[config.mk]
export PLATFORM = sky130hd
export DESIGN_NAME = lbist_ctrl
export DESIGN_NICKNAME = d
export VERILOG_FILES = /design/src/rtl/lbist_pkg.sv /design/src/rtl/lbist_prpg.sv /design/src/rtl/lbist_misr.sv /design/src/rtl/lbist_cut.sv /design/src/rtl/lbist_seq.sv /design/src/rtl/lbist_ctrl.sv
export SDC_FILE = /design/constraint.sdc
export NUM_CORES = 1
export LEC_CHECK = 0
export ABC_CLOCK_PERIOD_IN_PS = 4200
export BUFFER_PORTS_ARGS = -buffer_cell sky130_fd_sc_hd__buf_2
export CAP_MARGIN = 20
export CELL_PAD_IN_SITES_DETAIL_PLACEMENT = 1
export CELL_PAD_IN_SITES_GLOBAL_PLACEMENT = 1
export CORE_MARGIN = 2
export CORE_UTILIZATION = 50
export CTS_CLUSTER_SIZE = 20
export DETAILED_ROUTE_END_ITERATION = 8
export HOLD_SLACK_MARGIN = 0.15
export PLACE_DENSITY_LB_ADDON = 0.05
export SLEW_MARGIN = 10
export SYNTH_ARGS = -nofsm -noshare
export SYNTH_HDL_FRONTEND = slang
export SYNTH_HIERARCHICAL = 1
export SYNTH_SLANG_ARGS = --single-unit
[constraint.sdc]
create_clock -name clk -period 4.2 [get_ports clk]
set_input_delay 0.21 -clock clk [delete_from_list [all_inputs] [get_ports clk]]
set_output_delay 0.21 -clock clk [all_outputs]
set_load 0.05 [all_outputs]
[src/rtl/lbist_pkg.sv]
package lbist_pkg;

  typedef enum logic [1:0] {
    ST_IDLE    = 2'd0,
    ST_RUN     = 2'd1,
    ST_COMPARE = 2'd2,
    ST_DONE    = 2'd3
  } st_e;

  // Fault injection selectors for the example circuit
  localparam int FLT_NONE = 0;
  localparam int FLT_SA0  = 1;
  localparam int FLT_SA1  = 2;

endpackage

[src/rtl/lbist_prpg.sv]
// Fibonacci pattern generator, shifting toward the MSB.
module lbist_prpg #(
  parameter int          W    = 8,
  parameter logic [W-1:0] TAPS = 8'hB8,
  parameter logic [W-1:0] SEED = 8'h01
) (
  input  logic         clk,
  input  logic         rst,
  input  logic         load,
  input  logic         step,
  output logic [W-1:0] q
);

  logic fb;

  assign fb = ^(q & TAPS);

  always_ff @(posedge clk) begin
    if (rst || load) begin
      q <= SEED;
    end else if (step) begin
      q <= {q[W-2:0], fb};
    end
  end

endmodule

[src/rtl/lbist_misr.sv]
// Multiple-input signature register: shift with feedback, then fold in the response.
module lbist_misr #(
  parameter int          W    = 8,
  parameter logic [W-1:0] TAPS = 8'hB8,
  parameter logic [W-1:0] SEED = 8'hFF
) (
  input  logic         clk,
  input  logic         rst,
  input  logic         load,
  input  logic         capture,
  input  logic [W-1:0] resp,
  output logic [W-1:0] sig
);

  logic         fb;
  logic [W-1:0] shifted;

  assign fb      = ^(sig & TAPS);
  assign shifted = {sig[W-2:0], fb};

  always_ff @(posedge clk) begin
    if (rst || load) begin
      sig <= SEED;
    end else if (capture) begin
      sig <= shifted ^ resp;
    end
  end

endmodule

[src/rtl/lbist_cut.sv]
// Example combinational circuit under test with optional stuck-at output fault.
module lbist_cut #(
  parameter int IN_W       = 8,
  parameter int OUT_W      = 8,
  parameter int FAULT_MODE = 0,
  parameter int FAULT_BIT  = 0
) (
  input  logic [IN_W-1:0]  a,
  output logic [OUT_W-1:0] y
);

  for (genvar i = 0; i < OUT_W; i++) begin : g_bit
    localparam int II = i % IN_W;
    localparam int JJ = (i + 1) % IN_W;
    localparam int KK = (i + 3) % IN_W;
    logic good;

    if ((i % 2) == 0) begin : g_even
      assign good = (a[II] & a[JJ]) ^ a[KK];
    end else begin : g_odd
      assign good = (a[II] | a[JJ]) ^ a[KK];
    end

    if (FAULT_MODE == lbist_pkg::FLT_SA0 && i == FAULT_BIT) begin : g_sa0
      assign y[i] = 1'b0;
    end else if (FAULT_MODE == lbist_pkg::FLT_SA1 && i == FAULT_BIT) begin : g_sa1
      assign y[i] = 1'b1;
    end else begin : g_ok
      assign y[i] = good;
    end
  end

endmodule

[src/rtl/lbist_seq.sv]
// Sequencing FSM, pattern counter and signature comparator with registered verdict.
module lbist_seq
  import lbist_pkg::*;
#(
  parameter int              N_PATTERNS = 200,
  parameter int              SIG_W      = 8,
  parameter logic [SIG_W-1:0] GOLDEN    = '0,
  localparam int             CNT_W      = (N_PATTERNS > 1) ? $clog2(N_PATTERNS) : 1
) (
  input  logic             clk,
  input  logic             rst,
  input  logic             start,
  input  logic [SIG_W-1:0] sig,
  output st_e              state,
  output logic [CNT_W-1:0] cnt,
  output logic             load,
  output logic             step,
  output logic             done,
  output logic             pass,
  output logic             fail
);

  localparam logic [CNT_W-1:0] LAST = CNT_W'(N_PATTERNS - 1);

  logic match_q;

  assign load = (state == ST_IDLE) && start;
  assign step = (state == ST_RUN);

  always_ff @(posedge clk) begin
    if (rst) begin
      state   <= ST_IDLE;
      cnt     <= '0;
      match_q <= 1'b0;
      done    <= 1'b0;
      pass    <= 1'b0;
      fail    <= 1'b0;
    end else begin
      unique case (state)
        ST_IDLE: begin
          if (start) begin
            state <= ST_RUN;
            cnt   <= '0;
            done  <= 1'b0;
            pass  <= 1'b0;
            fail  <= 1'b0;
          end
        end
        ST_RUN: begin
          cnt <= cnt + 1'b1;
          if (cnt == LAST) begin
            state <= ST_COMPARE;
          end
        end
        ST_COMPARE: begin
          match_q <= (sig == GOLDEN);
          state   <= ST_DONE;
        end
        ST_DONE: begin
          done  <= 1'b1;
          pass  <= match_q;
          fail  <= ~match_q;
          state <= ST_IDLE;
        end
        default: state <= ST_IDLE;
      endcase
    end
  end

endmodule

[src/rtl/lbist_ctrl.sv]
// Self-test wrapper: pattern generator -> circuit under test -> signature register -> verdict.
module lbist_ctrl
  import lbist_pkg::*;
#(
  parameter int               PAT_W      = 8,
  parameter logic [PAT_W-1:0] PAT_TAPS   = 8'hB8,
  parameter logic [PAT_W-1:0] PAT_SEED   = 8'h01,
  parameter int               SIG_W      = 8,
  parameter logic [SIG_W-1:0] SIG_TAPS   = 8'hB8,
  parameter logic [SIG_W-1:0] SIG_SEED   = 8'hFF,
  parameter int               N_PATTERNS = 200,
  parameter logic [SIG_W-1:0] GOLDEN     = '0,
  parameter int               FAULT_MODE = 0,
  parameter int               FAULT_BIT  = 0
) (
  input  logic clk,
  input  logic rst,
  input  logic start,
  output logic done,
  output logic pass,
  output logic fail
);

  localparam int CNT_W = (N_PATTERNS > 1) ? $clog2(N_PATTERNS) : 1;

  st_e              state_q;
  logic [CNT_W-1:0] cnt_q;
  logic             load;
  logic             step;
  logic [PAT_W-1:0] pat_q;
  logic [SIG_W-1:0] resp;
  logic [SIG_W-1:0] sig_q;

  lbist_seq #(
    .N_PATTERNS(N_PATTERNS),
    .SIG_W     (SIG_W),
    .GOLDEN    (GOLDEN)
  ) u_seq (
    .clk  (clk),
    .rst  (rst),
    .start(start),
    .sig  (sig_q),
    .state(state_q),
    .cnt  (cnt_q),
    .load (load),
    .step (step),
    .done (done),
    .pass (pass),
    .fail (fail)
  );

  lbist_prpg #(
    .W   (PAT_W),
    .TAPS(PAT_TAPS),
    .SEED(PAT_SEED)
  ) u_prpg (
    .clk (clk),
    .rst (rst),
    .load(load),
    .step(step),
    .q   (pat_q)
  );

  lbist_cut #(
    .IN_W      (PAT_W),
    .OUT_W     (SIG_W),
    .FAULT_MODE(FAULT_MODE),
    .FAULT_BIT (FAULT_BIT)
  ) u_cut (
    .a(pat_q),
    .y(resp)
  );

  lbist_misr #(
    .W   (SIG_W),
    .TAPS(SIG_TAPS),
    .SEED(SIG_SEED)
  ) u_misr (
    .clk    (clk),
    .rst    (rst),
    .load   (load),
    .capture(step),
    .resp   (resp),
    .sig    (sig_q)
  );

endmodule

==> reports/qor.yml, run 1 <==
status:
  outcome: "finished, final reports clean"
sta:
  drv_slew: 0
  fin_crit_sh_pct: 54.39
  min_period_ns: 2.284
  timing.fmax_ghz: 0.4378
  finalHoldViolations: 0
  rsz0062_at_grt: "no"
  tightest_slew_ns: 1.004
  finClkSkew_ns: 0.01410
  setup_violations: 0
  max-slew-margin-rel_pct: 33.06
  final.setup.tns_ns: 0
placement:
  routabilityCongestion: 0.8191
  port-buffer-count: 5
  hpwl_mm: 2.295
yosys:
  synth_seq_cells: 30
  mappedNetlistNets: 191
  synth_area_leader_cell: "dfxtp_1"
  syn_inst: 182
  ys_seq_area_share_pct: 37.80
  synth-edff-count: 0
  yosysWarnings: 6
  synth_ff_type: "dfxtp_1"
  avgSynthCellArea_um2: 8.731
  async_flop_share_pct: 0
  synth.top_cell.area_share_pct: 37.80
  synth_cell_types: 37
  synth.most_common_cell: "nor2_1"
  synth_area_leaders: "dfxtp_1, nor2_1, xnor2_1"
  netlist_area_um2: 1589
  synthTopCellsByCount: "nor2_1, dfxtp_1, xnor2_1"
detailed_routing:
  wirelength_mm: 3.171
  drt_iter0_markers: 59
  drc: 0
  antenna_left: 0
  wire_per_inst_um: 14.03
  vias: 1199
  vias_per_cell: 5.305
  dr.pass1.iters: 4
worst_setup_path:
  path_buf_inv: 1
  required_ns: 4.42
  arrival_ns: 2.50
  critical-path-slowest-cell: "ha_1"
  worst-path-max-fanout: 23
  crit_family: "adder cells"
  critPathKind: "reg -> reg"
  cp-end-kind: "flip-flop"
  crit_chain: "inv_1 -> ha_1 -> mux2i_2 -> nor3_1 -> xnor2_1 -> nor2_1"
  worst_path_largest_cell_delay_ns: 0.82
  start_kind: "flip-flop"
clocking:
  clk_latency_ns: 0.34
  cts_tree: "yes"
  holdBufCountCts: 0
  cts_setup_buffers: 0
  path_clk_slew_ns: 0.10
  clock_path_buffers: 2
  clockRootBuffer: "clkbuf_4"
  cts_buffers: 5
  cts.repair.resized: 0
  cts_max_level: 2
  cts.sinks: 30
final_layout:
  antenna_cells: 0
  finalNetCount: 190
  area_growth_pct: 3.622
  drive_gt1_share_pct: 9.341
  fill_cells: 372
global_routing:
  grt_pass1_wl_mm: 5.685
  antenna_found_initial: 0
  grt_max_degree: 24
  grt_pass1_vias: 1245
  grtUsageTotal_pct: 21.34
  grt-ovfl-total: 0
worst_hold_path:
  hold_path.class: "in -> reg"
floorplanning:
  row_count: 20
  start_util_pct: 52.48
  pin_count: 6
  die_area_um2: 3645
  design.core.area_um2: 3028
  die_y_um: 60.38
  die_x_um: 60.38
flow_run:
  maxCapViolations: 0
power:
  ir_drop_uv: 250.6
  power.leakage_nw: 0.5909
  power_uw: 852.9
  power.density_nw_per_um2: 518.0
-- registers in the layout (all words and copies together), names as in the netlist --
signal and cells:
u_seq/pass 1, u_prpg/q 8, u_misr/sig 8, u_seq/fail 1, u_seq/done 1, u_seq/state 2
u_seq/match_q 1, u_seq/cnt 8
-- report_power, final --
part	leakage (nW)	switching [mW]	internal, mW
logic	0.312	0.189	0.123
clock network	0.0353	0.102	0.0810
registers	0.243	0.0392	0.319
total	0.591	0.330	0.523
-- layer usage --
layer  global-route usage (%)  wire length, µm
met3                    6.823               92
met2                    36.65             1600
met5                        0                0
met1                    24.47             1420
met4                    8.889               58
-- cell families (layout without fill, tap and decap cells) --
logic type | after synthesis | after routing | synth area share, %
compound gates | 25 | 25 | 10.00
xor+xnor | 25 | 25 | 15.59
fa+ha+maj | 6 | 6 | 4.724
buf+inv | 18 | 18 | 6.377
flops | 30 | 30 | 37.80
mux | 8 | 8 | 5.276
simple gates | 70 | 70 | 20.24
-- placed cells by master (no fill, tap or decap), types with 6 or more instances in the layout --
master | synthesis | layout
xnor2_1 | 15 | 15
ha_1 | 6 | 6
nand2_1 | 11 | 11
dfxtp_1 | 30 | 30
nor2_1 | 36 | 36
mux2i_1 | 7 | 7
a21oi_1 | 7 | 7
o21ai_0 | 9 | 9
xor2_1 | 7 | 7
-- worst register-to-register path, cell delays in order, from the launching register on --
cell	delay (ns)
dfxtp_1	0.35
inv_1	0.10
ha_1	0.82
mux2i_2	0.34
nor3_1	0.34
xnor2_1	0.16
nor2_1	0.06
-- path summary, 6_finish.rpt --
path	start	end	slack, ns	cells after the start
worst min-delay path	rst	u_seq/cnt[2]$_SDFFE_PP0P_	0.19	2
worst max-delay path	u_seq/state[1]$_SDFFE_PP0P_	u_seq/cnt[6]$_SDFFE_PP0P_	1.92	6
worst min register to register	u_seq/fail$_SDFFE_PP0P_	u_seq/fail$_SDFFE_PP0P_	0.50	2
worst max register to register	u_seq/state[1]$_SDFFE_PP0P_	u_seq/cnt[6]$_SDFFE_PP0P_	1.92	6
-- layout make-up --
class,count,area (µm²),area share (%)
multi-input combinational,134,887.1,53.88
timing repair buffer,5,25.02,1.520
inverter,5,18.77,1.140
clock inverter,1,5.005,0.3040
clock buffer,7,55.05,3.343
sequential,30,600.6,36.47
tap,44,55.05,3.343
-- metrics by stage --
| stage | utilization, % | instance area (µm²) | instances | setup WS, ns | hold WS, ns |
|---|---|---|---|---|---|
| floorplan | - | 1589 | 182 | 2.753 | 0.3689 |
| global placement | 52.40 | 1587 | 218 | 2.051 | 0.4617 |
| detailed placement | 52.40 | 1587 | 218 | 1.914 | 0.4812 |
| CTS | 54.38 | 1647 | 226 | 1.892 | 0.1896 |
| global route | 54.38 | 1647 | 226 | 1.674 | 0.1842 |
| finish | 54.38 | 1647 | 226 | 1.916 | 0.1911 |
Power figures use the tool's default switching activity.
==> inputs of run 2 (changes only) <==
--- a/config.mk
+++ b/config.mk
@@ -5,13 +5,13 @@
 export SDC_FILE = /design/constraint.sdc
 export NUM_CORES = 1
 export LEC_CHECK = 0
-export ABC_CLOCK_PERIOD_IN_PS = 4200
+export ABC_CLOCK_PERIOD_IN_PS = 2200
 export BUFFER_PORTS_ARGS = -buffer_cell sky130_fd_sc_hd__buf_2
 export CAP_MARGIN = 20
 export CELL_PAD_IN_SITES_DETAIL_PLACEMENT = 1
 export CELL_PAD_IN_SITES_GLOBAL_PLACEMENT = 1
 export CORE_MARGIN = 2
-export CORE_UTILIZATION = 50
+export CORE_UTILIZATION = 46
 export CTS_CLUSTER_SIZE = 20
 export DETAILED_ROUTE_END_ITERATION = 8
 export HOLD_SLACK_MARGIN = 0.15
==> constraint.sdc (replaced) <==
create_clock -name clk -period 2.2 [get_ports clk]
set_input_delay 0.11 -clock clk [delete_from_list [all_inputs] [get_ports clk]]
set_output_delay 0.11 -clock clk [all_outputs]
set_load 0.05 [all_outputs]
==> run 2 against run 1 <==
- register-to-register slack worse by 1.5 ns
- utilization down 4.7 points
- global-route usage down 2.8 points
- via count down 2.1%
- hold slack worse by 0.0018 ns
- critical path depth unchanged
- clock skew down 0.0090 ns
- sequential power up 91%
- cell area up 0.68%
- combinational power up 95%
==> reports/qor.yml, run 2 (synthesis results as in run 1) <==
worst_hold_path:
  worstHoldEndpoint: "u_seq/done$_SDFFE_PP0P_"
  holdCritStartpoint: "start"
  min_path_cells: 4  # +2
  hold_path.class: "in -> reg"
flow_run:
  maxCapViolations: 0  # unchanged
detailed_routing:
  antenna_left: 0  # unchanged
  dr.pass1.iters: 4  # unchanged
  drc: 0  # unchanged
  vias: 1174  # -2.1%
  drt_iter0_markers: 34  # -42%
  wirelength_mm: 3.235  # +2.0%
  vias_per_cell: 5.149  # -2.9%
  wl_met1_mm: 1.540  # +8.5%
  wire_per_inst_um: 14.19  # +1.1%
  wl_met3_um: 95  # +3.3%
  top_layer: "met4"
  wl_met2_mm: 1.554  # -2.9%
power:
  power.leakage_nw: 0.5951  # +0.72%
  power.density_nw_per_um2: 971.5  # +88%
  ir_drop_uv: 486.8  # +94%
sta:
  fin_crit_sh_pct: 80.83  # +26 points
  max-slew-margin-rel_pct: 67.03  # +34 points
  tightest_slew_ns: 0.4849  # -0.5192 ns
  final.setup.tns_ns: 0  # unchanged
  setup_violations: 0  # unchanged
  drv_slew: 0  # unchanged
  finClkSkew_ns: 0.005069  # -0.009027 ns
  min_period_ns: 1.778  # -0.5060 ns
  finalHoldViolations: 0  # unchanged
  rsz0062_at_grt: "no"
  timing.fmax_ghz: 0.5623  # +28%
final_layout:
  antenna_cells: 0  # unchanged
  finalNetCount: 192  # +1.1%
  layout_commonest_cell: "nor2_1"
  fill_cells: 411  # +10%
  reg.largest.list: "u_misr/sig x8, u_prpg/q x8, u_seq/cnt x8"
  drive_gt1_share_pct: 9.341  # unchanged
  final_cell_mix: "nor2_1, dfxtp_1, xnor2_1"
  final_util_pct: 49.68  # -4.7 points
  area_growth_pct: 4.331
floorplanning:
  die_area_um2: 3941  # +8.1%
  pin_count: 6  # unchanged
  die_y_um: 62.78  # +4.0%
  row_count: 21  # +5.0%
  design.core.area_um2: 3337  # +10%
  die_x_um: 62.78  # +4.0%
  start_util_pct: 47.62  # -4.9 points
global_routing:
  grt_max_degree: 15  # -38%
  grt_pass1_vias: 1221  # -1.9%
  grtUsageTotal_pct: 18.54  # -2.8 points
  grt_pass1_wl_mm: 5.720  # +0.62%
  antenna_found_initial: 0  # unchanged
  grt-ovfl-total: 0  # unchanged
clocking:
  cts_max_level: 2  # unchanged
  path_clk_slew_ns: 0.08  # -0.02 ns
  clockRootBuffer: "clkbuf_4"
  cts.sinks: 30  # unchanged
  clock_path_buffers: 2  # unchanged
  cts_buffers: 5  # unchanged
  clk_latency_ns: 0.32  # -0.02 ns
  cts_tree: "yes"
  cts.repair.resized: 0  # unchanged
worst_setup_path:
  required_ns: 2.42  # -2.00 ns
  critical-path-slowest-cell: "ha_1"
  reg2reg_slack_ns: 0.42  # -1.49 ns
  crit-reg2reg-launch: "u_seq/state[1]$_SDFFE_PP0P_"
  worst-path-max-fanout: 14  # -39%
  timing.rr.end: "u_seq/state[0]$_SDFFE_PP0P_"
  start_kind: "flip-flop"
  reg2reg_depth: 6  # unchanged
  crit_chain: "inv_1 -> ha_1 -> buf_4 -> o41ai_2 -> and2_1 -> o21a_1"
  worst_path_largest_cell_delay_ns: 0.42  # -0.40 ns
  path_buf_inv: 2  # +1
  critPathKind: "reg -> reg"
  arrival_ns: 2.00  # -0.50 ns
  crit_family: "buffers and inverters"
  cp-end-kind: "flip-flop"
status:
  outcome: "finished, final reports clean"
placement:
  hpwl_mm: 2.342  # +2.1%
  port-buffer-count: 5  # unchanged
  routabilityCongestion: 0.8199  # about the same
-- run 2: cell count changes in the layout (fill, tap and decap cells not counted), sizes merged --
cell         before  now
dlygate4sd3       0    1
clkbuf            7    6
clkinv            2    1
buf               5    6
-- run 2: worst max path at each step --
stage	startpoint	endpoint	slack, ns	cells after the start
2_1_floorplan	u_seq/state[0]$_SDFFE_PP0P_	u_prpg/q[0]$_SDFFE_PP1P_	0.75	8
4_1_cts	u_seq/state[1]$_SDFFE_PP0P_	u_seq/state[1]$_SDFFE_PP0P_	0.42	6
6_report	u_seq/state[1]$_SDFFE_PP0P_	u_seq/state[0]$_SDFFE_PP0P_	0.42	6
3_5_place_dp	u_seq/state[1]$_SDFFE_PP0P_	u_seq/state[0]$_SDFFE_PP0P_	0.44	6
5_1_grt	u_seq/state[1]$_SDFFE_PP0P_	u_seq/cnt[6]$_SDFFE_PP0P_	0.30	6
3_3_place_gp	u_seq/state[1]$_SDFFE_PP0P_	u_seq/state[0]$_SDFFE_PP0P_	0.54	6
-- run 2: final cells by class --
cell class	instances	area [µm²]	area share, %
multi-input combinational	134	887.1	53.51
clock buffer	6	51.30	3.094
inverter	5	18.77	1.132
timing repair buffer	7	42.54	2.566
sequential	30	600.6	36.23
tap	46	57.56	3.472
-- run 2: tightest hold or removal path, cell delays in order --
cell	delay, ns
buf_2	0.11
nand2_1	0.10
nor2_1	0.10
nor3_1	0.05
-- run 2: metrics by stage --
stage | instance area (µm²) | total power, mW | setup WS, ns | hold slack [ns] | std cells
2_1_floorplan | 1589 | 1.213 | 0.7527 | 0.2689 | 182
3_3_place_gp | 1597 | 1.271 | 0.5447 | 0.4498 | 221
3_5_place_dp | 1597 | 1.303 | 0.4368 | 0.4508 | 221
4_1_cts | 1658 | 1.625 | 0.4178 | 0.1715 | 228
5_1_grt | 1658 | 1.742 | 0.2952 | 0.2105 | 228
6_report | 1658 | 1.611 | 0.4217 | 0.1893 | 228
-- run 2: routing by layer --
layer	vias up	global-route usage, %
li1	601	-
met4	0	7.500
met5	-	0
met3	5	4.865
met1	550	22.71
met2	18	30.91
-- run 2: what timing repair did --
item | in CTS | in global routing
hold buffers | 1 | 0
endpoints found under the hold margin | 7 | 0
setup buffers | 0 | 0
-- run 2: report_power, final --
group          switching [mW]  leakage (nW)  internal, mW
Combinational           0.368         0.322         0.241
Clock                   0.174        0.0302         0.144
Sequential             0.0753         0.243         0.609
Total                   0.617         0.595         0.993
